<file path="config.mk">
export PLATFORM = sky130hd
export DESIGN_NAME = evt_route_channel
export DESIGN_NICKNAME = d
export VERILOG_FILES = /design/src/rtl/evt_route_pkg.sv /design/src/rtl/evt_cfg_reg.sv /design/src/rtl/evt_gen_mux.sv /design/src/rtl/evt_edge_path.sv /design/src/rtl/evt_clk_req.sv /design/src/rtl/evt_route_channel.sv
export SDC_FILE = /design/constraint.sdc
export NUM_CORES = 1
export LEC_CHECK = 0
export ABC_CLOCK_PERIOD_IN_PS = 6990
export BUFFER_PORTS_ARGS = -buffer_cell sky130_fd_sc_hd__buf_2
export CORE_AREA = 2 2 127 129
export DETAILED_ROUTE_END_ITERATION = 7
export DIE_AREA = 0 0 129 131
export GPL_TIMING_DRIVEN = 0
export PLACE_DENSITY = 0.72
export SLEW_MARGIN = 40
export SYNTH_ARGS = -nofsm -noshare
export SYNTH_HDL_FRONTEND = slang
export SYNTH_SLANG_ARGS = --single-unit
</file>
<file path="constraint.sdc">
create_clock -name clk -period 6.99 [get_ports clk]
set_clock_uncertainty 0.05 [all_clocks]
set_input_delay 0.699 -clock clk [delete_from_list [all_inputs] [get_ports clk]]
set_output_delay 0.699 -clock clk [all_outputs]
set_load 0.01 [all_outputs]
</file>
<file path="src/rtl/evt_route_pkg.sv">
package evt_route_pkg;

  localparam int CFG_W    = 32;
  localparam int SEL_W    = 8;
  localparam int BIT_ONDM = 15;
  localparam int BIT_STBY = 14;
  localparam int EDGE_LSB = 10;
  localparam int PATH_LSB = 8;
  localparam int SEL_LSB  = 0;

  typedef enum logic [1:0] {
    PATH_SYNC   = 2'd0,
    PATH_RESYNC = 2'd1,
    PATH_ASYNC  = 2'd2,
    PATH_RSVD   = 2'd3
  } path_e;

  typedef enum logic [1:0] {
    EDGE_NONE = 2'd0,
    EDGE_RISE = 2'd1,
    EDGE_FALL = 2'd2,
    EDGE_BOTH = 2'd3
  } edge_e;

  typedef struct packed {
    logic             on_demand;
    logic             run_stby;
    edge_e            edge_mode;
    path_e            path;
    logic [SEL_W-1:0] sel;
  } chan_cfg_t;

  function automatic path_e legal_path(input logic [1:0] req, input bit sync_cap);
    if (req == PATH_RSVD)                  return PATH_ASYNC;
    if (!sync_cap && (req != PATH_ASYNC))  return PATH_ASYNC;
    return path_e'(req);
  endfunction

endpackage

</file>
<file path="src/rtl/evt_cfg_reg.sv">
module evt_cfg_reg
  import evt_route_pkg::*;
#(
  parameter bit SYNC_CAP = 1'b1
) (
  input  logic             clk,
  input  logic             rst_n,
  input  logic             wr_en,
  input  logic [CFG_W-1:0] wdata,
  output chan_cfg_t        cfg,
  output logic [CFG_W-1:0] rdata
);

  chan_cfg_t cfg_q, cfg_d;

  always_comb begin
    cfg_d = cfg_q;
    if (wr_en) begin
      cfg_d.on_demand = wdata[BIT_ONDM];
      cfg_d.run_stby  = wdata[BIT_STBY];
      cfg_d.edge_mode = edge_e'(wdata[EDGE_LSB +: 2]);
      cfg_d.path      = legal_path(wdata[PATH_LSB +: 2], SYNC_CAP);
      cfg_d.sel       = wdata[SEL_LSB +: SEL_W];
    end
  end

  always_ff @(posedge clk or negedge rst_n) begin
    if (!rst_n) begin
      cfg_q.on_demand <= 1'b1;
      cfg_q.run_stby  <= 1'b0;
      cfg_q.edge_mode <= EDGE_NONE;
      cfg_q.path      <= PATH_SYNC;
      cfg_q.sel       <= '0;
    end else if (wr_en) begin
      cfg_q <= cfg_d;
    end
  end

  assign cfg = cfg_q;

  always_comb begin
    rdata                     = '0;
    rdata[BIT_ONDM]           = cfg_q.on_demand;
    rdata[BIT_STBY]           = cfg_q.run_stby;
    rdata[EDGE_LSB +: 2]      = cfg_q.edge_mode;
    rdata[PATH_LSB +: 2]      = cfg_q.path;
    rdata[SEL_LSB +: SEL_W]   = cfg_q.sel;
  end

  // the reserved routing code never reaches the stored state
  assert_no_rsvd_path_R3: assert property (@(posedge clk) disable iff (!rst_n)
    wr_en |=> (cfg_q.path != PATH_RSVD));

  generate
    if (!SYNC_CAP) begin : g_async_only
      // an async-only channel stores only the asynchronous routing after any write
      assert_async_only_R4: assert property (@(posedge clk) disable iff (!rst_n)
        wr_en |=> (cfg_q.path == PATH_ASYNC));
    end
  endgenerate

endmodule

</file>
<file path="src/rtl/evt_gen_mux.sv">
module evt_gen_mux
  import evt_route_pkg::*;
#(
  parameter int NUM_GEN = 256
) (
  input  logic [NUM_GEN-1:0] gen_in,
  input  logic [SEL_W-1:0]   sel,
  output logic               sig
);

  always_comb begin
    sig = 1'b0;
    for (int i = 1; i < NUM_GEN; i++) begin
      if (sel == SEL_W'(i)) sig = gen_in[i];
    end
  end

endmodule

</file>
<file path="src/rtl/evt_edge_path.sv">
module evt_edge_path
  import evt_route_pkg::*;
(
  input  logic  clk,
  input  logic  rst_n,
  input  logic  sig_in,
  input  path_e path,
  input  edge_e edge_mode,
  input  logic  active,
  output logic  evt,
  output logic  busy
);

  logic stg_a_q, stg_b_q, stg_c_q;
  logic stg_a_d, stg_b_d, stg_c_d;
  logic is_async, is_resync;
  logic cur, prv, rise, fall, hit;

  assign is_async  = (path == PATH_ASYNC);
  assign is_resync = (path == PATH_RESYNC);

  always_comb begin
    stg_a_d = sig_in;
    stg_b_d = stg_a_q;
    stg_c_d = stg_b_q;
  end

  always_ff @(posedge clk or negedge rst_n) begin
    if (!rst_n) begin
      stg_a_q <= 1'b0;
      stg_b_q <= 1'b0;
      stg_c_q <= 1'b0;
    end else begin
      stg_a_q <= stg_a_d;
      stg_b_q <= stg_b_d;
      stg_c_q <= stg_c_d;
    end
  end

  always_comb begin
    cur  = is_resync ? stg_b_q : stg_a_q;
    prv  = is_resync ? stg_c_q : stg_b_q;
    rise = cur & ~prv;
    fall = ~cur & prv;
    unique case (edge_mode)
      EDGE_RISE: hit = rise;
      EDGE_FALL: hit = fall;
      EDGE_BOTH: hit = rise | fall;
      default:   hit = 1'b0;
    endcase
  end

  always_comb begin
    evt  = active & (is_async ? sig_in : hit);
    busy = is_async ? sig_in
                    : ((sig_in ^ stg_a_q) | (stg_a_q ^ stg_b_q) | (is_resync & (stg_b_q ^ stg_c_q)));
  end

  // single-edge modes never give two pulses in a row while the setup holds
  assert_single_pulse_R9: assert property (@(posedge clk) disable iff (!rst_n)
    (evt && !is_async && edge_mode != EDGE_BOTH)
      |=> (!evt || !$stable(path) || !$stable(edge_mode) || !$stable(sig_in) || is_async));

  // a synchronous rising pulse follows a high sample preceded by a low one
  assert_sync_rise_R7: assert property (@(posedge clk) disable iff (!rst_n)
    (evt && path == PATH_SYNC && edge_mode == EDGE_RISE && $stable(path))
      |-> ($past(sig_in) && !$past(stg_a_q)));

endmodule

</file>
<file path="src/rtl/evt_clk_req.sv">
module evt_clk_req (
  input  logic clk,
  input  logic rst_n,
  input  logic active,
  input  logic on_demand,
  input  logic configured,
  input  logic busy,
  output logic req
);

  always_comb begin
    if (!active)       req = 1'b0;
    else if (on_demand) req = busy;
    else               req = configured;
  end

  // in on-demand mode an idle channel drops its request
  assert_ondemand_idle_R12: assert property (@(posedge clk) disable iff (!rst_n)
    (on_demand && !busy) |-> !req);

endmodule

</file>
<file path="src/rtl/evt_route_channel.sv">
module evt_route_channel
  import evt_route_pkg::*;
#(
  parameter int CH_INDEX      = 0,
  parameter int NUM_GEN       = 256,
  parameter int SYNC_CH_LIMIT = 12
) (
  input  logic               clk,
  input  logic               rst_n,
  input  logic               cfg_wr,
  input  logic [31:0]        cfg_wdata,
  output logic [31:0]        cfg_rdata,
  input  logic [NUM_GEN-1:0] gen_in,
  input  logic               standby,
  output logic               chan_evt,
  output logic               gclk_req
);

  localparam bit SYNC_CAP = (CH_INDEX < SYNC_CH_LIMIT);

  chan_cfg_t cfg;
  logic      sel_sig;
  logic      active;
  logic      busy;

  evt_cfg_reg #(.SYNC_CAP(SYNC_CAP)) u_cfg (
    .clk   (clk),
    .rst_n (rst_n),
    .wr_en (cfg_wr),
    .wdata (cfg_wdata),
    .cfg   (cfg),
    .rdata (cfg_rdata)
  );

  evt_gen_mux #(.NUM_GEN(NUM_GEN)) u_mux (
    .gen_in (gen_in),
    .sel    (cfg.sel),
    .sig    (sel_sig)
  );

  assign active = ~(standby & ~cfg.run_stby);

  evt_edge_path u_path (
    .clk       (clk),
    .rst_n     (rst_n),
    .sig_in    (sel_sig),
    .path      (cfg.path),
    .edge_mode (cfg.edge_mode),
    .active    (active),
    .evt       (chan_evt),
    .busy      (busy)
  );

  evt_clk_req u_req (
    .clk        (clk),
    .rst_n      (rst_n),
    .active     (active),
    .on_demand  (cfg.on_demand),
    .configured (cfg.sel != '0),
    .busy       (busy),
    .req        (gclk_req)
  );

  // standby without run-in-standby silences both outputs
  assert_standby_quiet_R10: assert property (@(posedge clk) disable iff (!rst_n)
    (standby && !cfg_rdata[BIT_STBY]) |-> (!chan_evt && !gclk_req));

  // a select held at zero keeps the event output low
  assert_sel_zero_R5: assert property (@(posedge clk) disable iff (!rst_n)
    (cfg.sel == '0 && $past(cfg.sel) == '0 && $past(cfg.sel, 2) == '0 && $past(cfg.sel, 3) == '0)
      |-> !chan_evt);

  // always-on mode keeps the request up for a configured, active channel
  assert_always_on_R11: assert property (@(posedge clk) disable iff (!rst_n)
    (!cfg_rdata[BIT_ONDM] && cfg_rdata[SEL_LSB +: SEL_W] != '0 && !standby) |-> gclk_req);

  // asynchronous routing forwards the selected line unchanged
  assert_async_pass_R6: assert property (@(posedge clk) disable iff (!rst_n)
    (cfg_rdata[PATH_LSB +: 2] == 2'd2 && !standby && cfg_rdata[SEL_LSB +: SEL_W] != '0)
      |-> (chan_evt == gen_in[cfg_rdata[SEL_LSB +: SEL_W]]));

endmodule

</file>
* Yosys cells after proc, flatten, opt, wreduce, memory -nomap -nowiden
Index checks and enable logic that the tools add are counted.
** Word-level totals
- Register bits after elaboration :: 17
- Input port bits :: 292
- Output and inout port bits :: 34
- Logic and storage cells :: 551
** Operators by class
- Eq/ne operators :: 261
- Mux-type cells :: 266
- Bitwise gates (word level) :: 15
- Reduce and logical (&&, ||, !) cells :: 1
** Operators by type and width (count)
- 8-bit equality test, second input constant :: 128
- 8-bit by 7-bit equality test with 1-bit output, second input constant :: 64
- 1-bit 2-to-1 mux :: 263
- 8-bit by 6-bit equality test with 1-bit output, second input constant :: 32
- 8-bit by 5-bit equality test with 1-bit output, second input constant :: 16
- 8-bit by 4-bit equality test with 1-bit output, second input constant :: 8
- 8-bit by 3-bit equality test with 1-bit output, second input constant :: 4
- 8-bit by 2-bit equality test with 1-bit output, second input constant :: 2
- 2-bit equality test, second input constant :: 4
- 8-bit by 1-bit equality test with 1-bit output, second input constant :: 1
- 8-bit nonzero test :: 1
- 1-bit AND :: 5
- 2-bit by 1-bit equality test with 1-bit output, second input constant :: 2
- 2-bit 2-to-1 mux :: 2
- 1-bit NOT :: 4
- 1-bit OR :: 3
- 1-bit one-hot mux with 3 select lines :: 1
- 1-bit XOR :: 3

* Longest topological paths before layout
- Depth after elaboration :: 262
- Depth in mapped cells :: 14

* Modules after synthesis
Synthesis repeated with hierarchy kept, for this count alone.
** Second synthesis, totals
- Cells, all modules :: 744
- Area, all modules :: 5198.7 µm²
** Modules (own cells, without submodules)
- evt_gen_mux :: times used 1, cells an instance 650, area each 4107.7 µm²
- evt_cfg_reg :: times used 1, cells an instance 65, area each 819.5 µm²
- evt_edge_path :: times used 1, cells an instance 23, area each 232.7 µm²
- evt_route_channel :: times used 1, cells an instance 4, area each 22.5 µm²
- evt_clk_req :: times used 1, cells an instance 2, area each 16.3 µm²

* Least setup slack after synthesis
OpenSTA, ideal clock, no wires.
- Kind :: input to output
- Start point :: in gen_in[249]
- End point :: out gclk_req
- Data arrival time :: 2.649 ns
- Data required time :: 6.241 ns
- Setup slack :: 3.592 ns
- Stages on the path :: 9
- Path buffers :: 0
- Cells stage by stage :: mux2_4 > a221oi_2 > nor3_1 > nor2_1 > o311ai_1 > or4_4 > nor3_2 > a21o_2 > mux2i_1
** On the way
- Cells in the longest elaborated chain, start to end :: 13
** RTL lines
- start: declaration :: RTL line evt_route_channel.sv:13 : input logic [NUM_GEN-1:0] gen_in,
- 1-bit 2-to-1 mux (*) (7 in a row) :: RTL line evt_gen_mux.sv:14 : if (sel == SEL_W'(i)) sig = gen_in[i];
- 1-bit XOR :: RTL line evt_edge_path.sv:56 : : ((sig_in ^ stg_a_q) | (stg_a_q ^ stg_b_q) | (is_resync & (stg_b_q ^ stg_c_q)));
- 1-bit OR (2 in a row) :: RTL line evt_edge_path.sv:56
- 1-bit 2-to-1 mux (*) :: RTL line evt_edge_path.sv:55 : busy = is_async ? sig_in
- 1-bit 2-to-1 mux (*) :: RTL line evt_clk_req.sv:13 : else if (on_demand) req = busy;
- 1-bit 2-to-1 mux (*) :: RTL line evt_clk_req.sv:12 : if (!active) req = 1'b0;
- end: declaration :: RTL line evt_route_channel.sv:16 : output logic gclk_req
Every way passes the cells marked *; elsewhere a longest branch is shown, timed or not.

* Worst setup path in the final report
- Start point :: reg, netlist name u_cfg.cfg[1]
- End point :: out chan_evt
** On the way
- Cells in the longest elaborated chain, start to end :: 258
- Elaborated cells between the ends (all ways) :: 512
** RTL lines
- 8-bit by 1-bit equality test with 1-bit output :: RTL line evt_gen_mux.sv:14
- 1-bit 2-to-1 mux (254 in a row) :: RTL line evt_gen_mux.sv:14
- 1-bit 2-to-1 mux (*) :: RTL line evt_gen_mux.sv:14
- 1-bit 2-to-1 mux (*) :: RTL line evt_edge_path.sv:54 : evt = active & (is_async ? sig_in : hit);
- 1-bit AND (*) :: RTL line evt_edge_path.sv:54
- end: declaration :: RTL line evt_route_channel.sv:15 : output logic chan_evt,
Marks and branches as above.

==> results.toml <==
[synthesis]
synth_area_um2 = 5070
yosysSeqAreaShare = 0.0842
syn_inst = 703
synth_seq_cells = 17
synth-main-ff-cell = "dfrtp_1"
synth_cell_types = 87
synthXorXnorAreaFrac = 0
synthMuxAreaShare = 0.158
ys_async_sr_fraction = 1.00
synth_edf_count = 0
yosys_warnings = 0
syn_avg_cell_area_um2 = 7.21
synthAdderAreaFrac = 0.00494
synth-compound-area-share = 0.363
synthSimpleGateAreaFrac = 0.269
synth_top_family_by_area = "compound AO/OA/AOI/OAI gates"

[global_route]
antenna_found_initial = 0
grt-busiest-layer = "met2"
grt_pass1_wl_um = 46400
grt_max_degree = 18
overflow = 0
grt_use_met2 = 0.592
grt_pass1_vias = 7372
grt_usage = 0.378
grt_use_met3 = 0.0790
use_met1 = 0.478

[floorplan]
dieArea_um2 = 16900
rows = 46
start_util = 0.325
die_h_um = 131
core_um2 = 15600
die_x_um = 129
io_pins = 326

[finish]
area_delta_synth_final_pct = 37.0
drive_above_1_share = 0.410
antennaDiodeCount = 0
num-fill-cells = 1678
nets = 1306

[pwr]
p_per_area_nw_per_um2 = 131
leakagePower_nw = 3.19
ir_drop_mv = 0.159
fin_total_pwr_mw = 0.908

[route]
routedWlPerCell_um = 27.7
route.detailed.drc = 0
vias = 7860
viasPerCell = 6.41
drt_wl_total_um = 33900
ant_nets = 0
drt-pass1-iter-count = 8
drtIter0Drc = 1305

[cts]
path_clk_slew_ns = 0.05
htreeDepth = 1
post_cts_buffers = 0
ctsHoldBuffers = 0
clk-insertion-delay-late_ns = 0.25
cts_tree = "built"
clock_sinks = 17
cts_resized = 0
cts_inserted_buffers = 3
ctsLongestPathBuffers = 2
ctsRootBufferMaster = "clkbuf_16"

[setup_path]
arrival_ns = 4.18
critPathMostFrequentCell = "buf_2"
cp_num_buf_inv = 3
startpoint = "u_cfg.cfg[1]$_DFFE_PN0P_"
crit_fanout = 10
end_kind = "output port"
r2r_start = "u_cfg.cfg[1]$_DFFE_PN0P_"
path_cells = "buf_2, or2_2, clkbuf_1, nor2_1, a32o_1, a32oi_1, nand4_1, nor4bb_1, o31ai_1, a21o_2, a211oi_2, buf_2"
crit_path_start_kind = "flip-flop"
max_stage_delay_ns = 0.78
critPathKind = "flip-flop to output port"
slowest_stage = "nor2_1"
required_ns = 6.24
critPathTopFamily = "simple AND/OR/NAND/NOR gates"
r2r_setup_slack_ns = 3.22

[placed_design]
dp_worst_setup_slack_ns = 2.61
port-buffer-count = 287
place_hpwl_um = 26400
place_congestion = 1.06

[sta]
setup_violations = 0
fmax_mhz = 203
max_slew_margin = 0.430
period_share = 0.705
fin_setup_tns_ns = 0
tightest_slew_ns = 0.851
rsz0062_at_grt = "no"
fin_crit_ns = 4.93
final_hold_viol_count = 0
drv_slew = 0
fin_ws_ns = 2.06

[run]
maxCapViolCount = 0

[worst_hold_path]
hold_class = "primary input to asynchronous set/reset pin"

[run_status]
status = "complete, no violations"
where the power goes:
part | internal, mW | switching, mW
Clock | 0.0766 | 0.0377
Combinational | 0.254 | 0.401
Sequential | 0.115 | 0.0229
logic make-up after synthesis:
logic type	after synthesis
buf+inv	96
compound gates	275
simple gates	237
other cells	1
flops	17
mux	75
fa+ha+maj	2
routing by layer:
metal,part of all wire,wire [µm]
met1,0.38,12700
met2,0.42,14400
met3,0.13,4440
met4,0.070,2370
met5,0,0
registers in the layout, indices dropped and copies added, names as in the netlist:
name / cells
u_path.stg_c_q: 1
u_cfg.cfg: 14
u_path.stg_b_q: 1
u_path.stg_a_q: 1
worst paths after layout:
check | endpoint | cells past startpoint
min in group clk | u_path.stg_b_q$_DFF_PN0_ | 0
max in group asynchronous | u_cfg.cfg[13]$_DFFE_PN1P_ | 1
worst max-delay path | chan_evt | 12
worst max register to register | u_path.stg_a_q$_DFF_PN0_ | 11
worst min-delay path | u_cfg.cfg[9]$_DFFE_PN0P_ | 1
worst min register to register | u_path.stg_b_q$_DFF_PN0_ | 0
metrics by stage:
step	utilization	std cells	hold slack, ns	area [µm²]
after floorplan	-	720	0.353	5130
after global placement	0.438	1223	0.395	6840
after detailed placement	0.440	1223	0.409	6860
after CTS	0.445	1227	0.331	6940
after global routing	0.445	1227	0.349	6940
final	0.445	1227	0.316	6940
layout by cell type, fill, tap and decap left out, drive strengths merged, types with 15 or more instances in the layout:
cell type	instances
buf	361
a21oi	72
o21ai	54
nand2	50
mux2i	48
nor2	32
nor2b	29
mux2	26
nand3	22
nor3	19
conb	18
a211oi	18
dfrtp	16
clkbuf	15
layout make-up:
| class | instances | area, µm² | share of cell area |
|---|---|---|---|
| tap | 216 | 270 | 0.0389 |
| inverter | 10 | 37.5 | 0.00541 |
| timing repair buffer | 287 | 1440 | 0.207 |
| sequential | 17 | 427 | 0.0615 |
| buffer | 86 | 573 | 0.0826 |
| multi-input combinational | 607 | 4120 | 0.593 |
| clock buffer | 3 | 75.1 | 0.0108 |
| clock inverter | 1 | 5.00 | 0.000721 |
synth_stat cells, types with 3 or more instances:
| cell | count | area, µm² |
|---|---|---|
| and2_1 | 4 | 25.0 |
| and2b_1 | 3 | 22.5 |
| nor2b_1 | 29 | 181 |
| nor4bb_1 | 4 | 40.0 |
| buf_2 | 28 | 140 |
| o22ai_1 | 8 | 50.1 |
| o21a_1 | 5 | 37.5 |
| nand2_1 | 50 | 188 |
| or3_1 | 3 | 18.8 |
| o32ai_1 | 3 | 26.3 |
| inv_1 | 8 | 30.0 |
| a22oi_1 | 14 | 105 |
| o31ai_1 | 8 | 60.1 |
| o21ai_0 | 50 | 250 |
| and3_1 | 5 | 31.3 |
| o2111ai_1 | 5 | 43.8 |
| nand3b_1 | 13 | 97.6 |
| o221a_2 | 3 | 33.8 |
| o21bai_1 | 5 | 37.5 |
| mux2_2 | 25 | 282 |
| nand2b_1 | 13 | 81.3 |
| a21oi_1 | 72 | 360 |
| and4b_1 | 3 | 30.0 |
| a2bb2oi_1 | 6 | 52.6 |
| dfrtp_1 | 16 | 400 |
| nor3_1 | 18 | 90.1 |
| and3b_1 | 5 | 43.8 |
| a211oi_1 | 17 | 128 |
| o311ai_1 | 3 | 26.3 |
| nor4b_1 | 4 | 35.0 |
| nor2_1 | 31 | 116 |
| a211o_1 | 4 | 35.0 |
| nand3_1 | 22 | 110 |
| clkbuf_1 | 12 | 45.0 |
| o211ai_1 | 14 | 105 |
| a2111oi_0 | 3 | 26.3 |
| o21ai_1 | 4 | 20.0 |
| nor3b_1 | 5 | 37.5 |
| a31oi_1 | 13 | 81.3 |
| buf_4 | 31 | 233 |
| a221oi_1 | 4 | 35.0 |
| nand4_1 | 6 | 37.5 |
| mux2i_1 | 48 | 480 |
| a32oi_1 | 5 | 43.8 |
| buf_6 | 13 | 146 |
(Power assumes the default switching activity.)
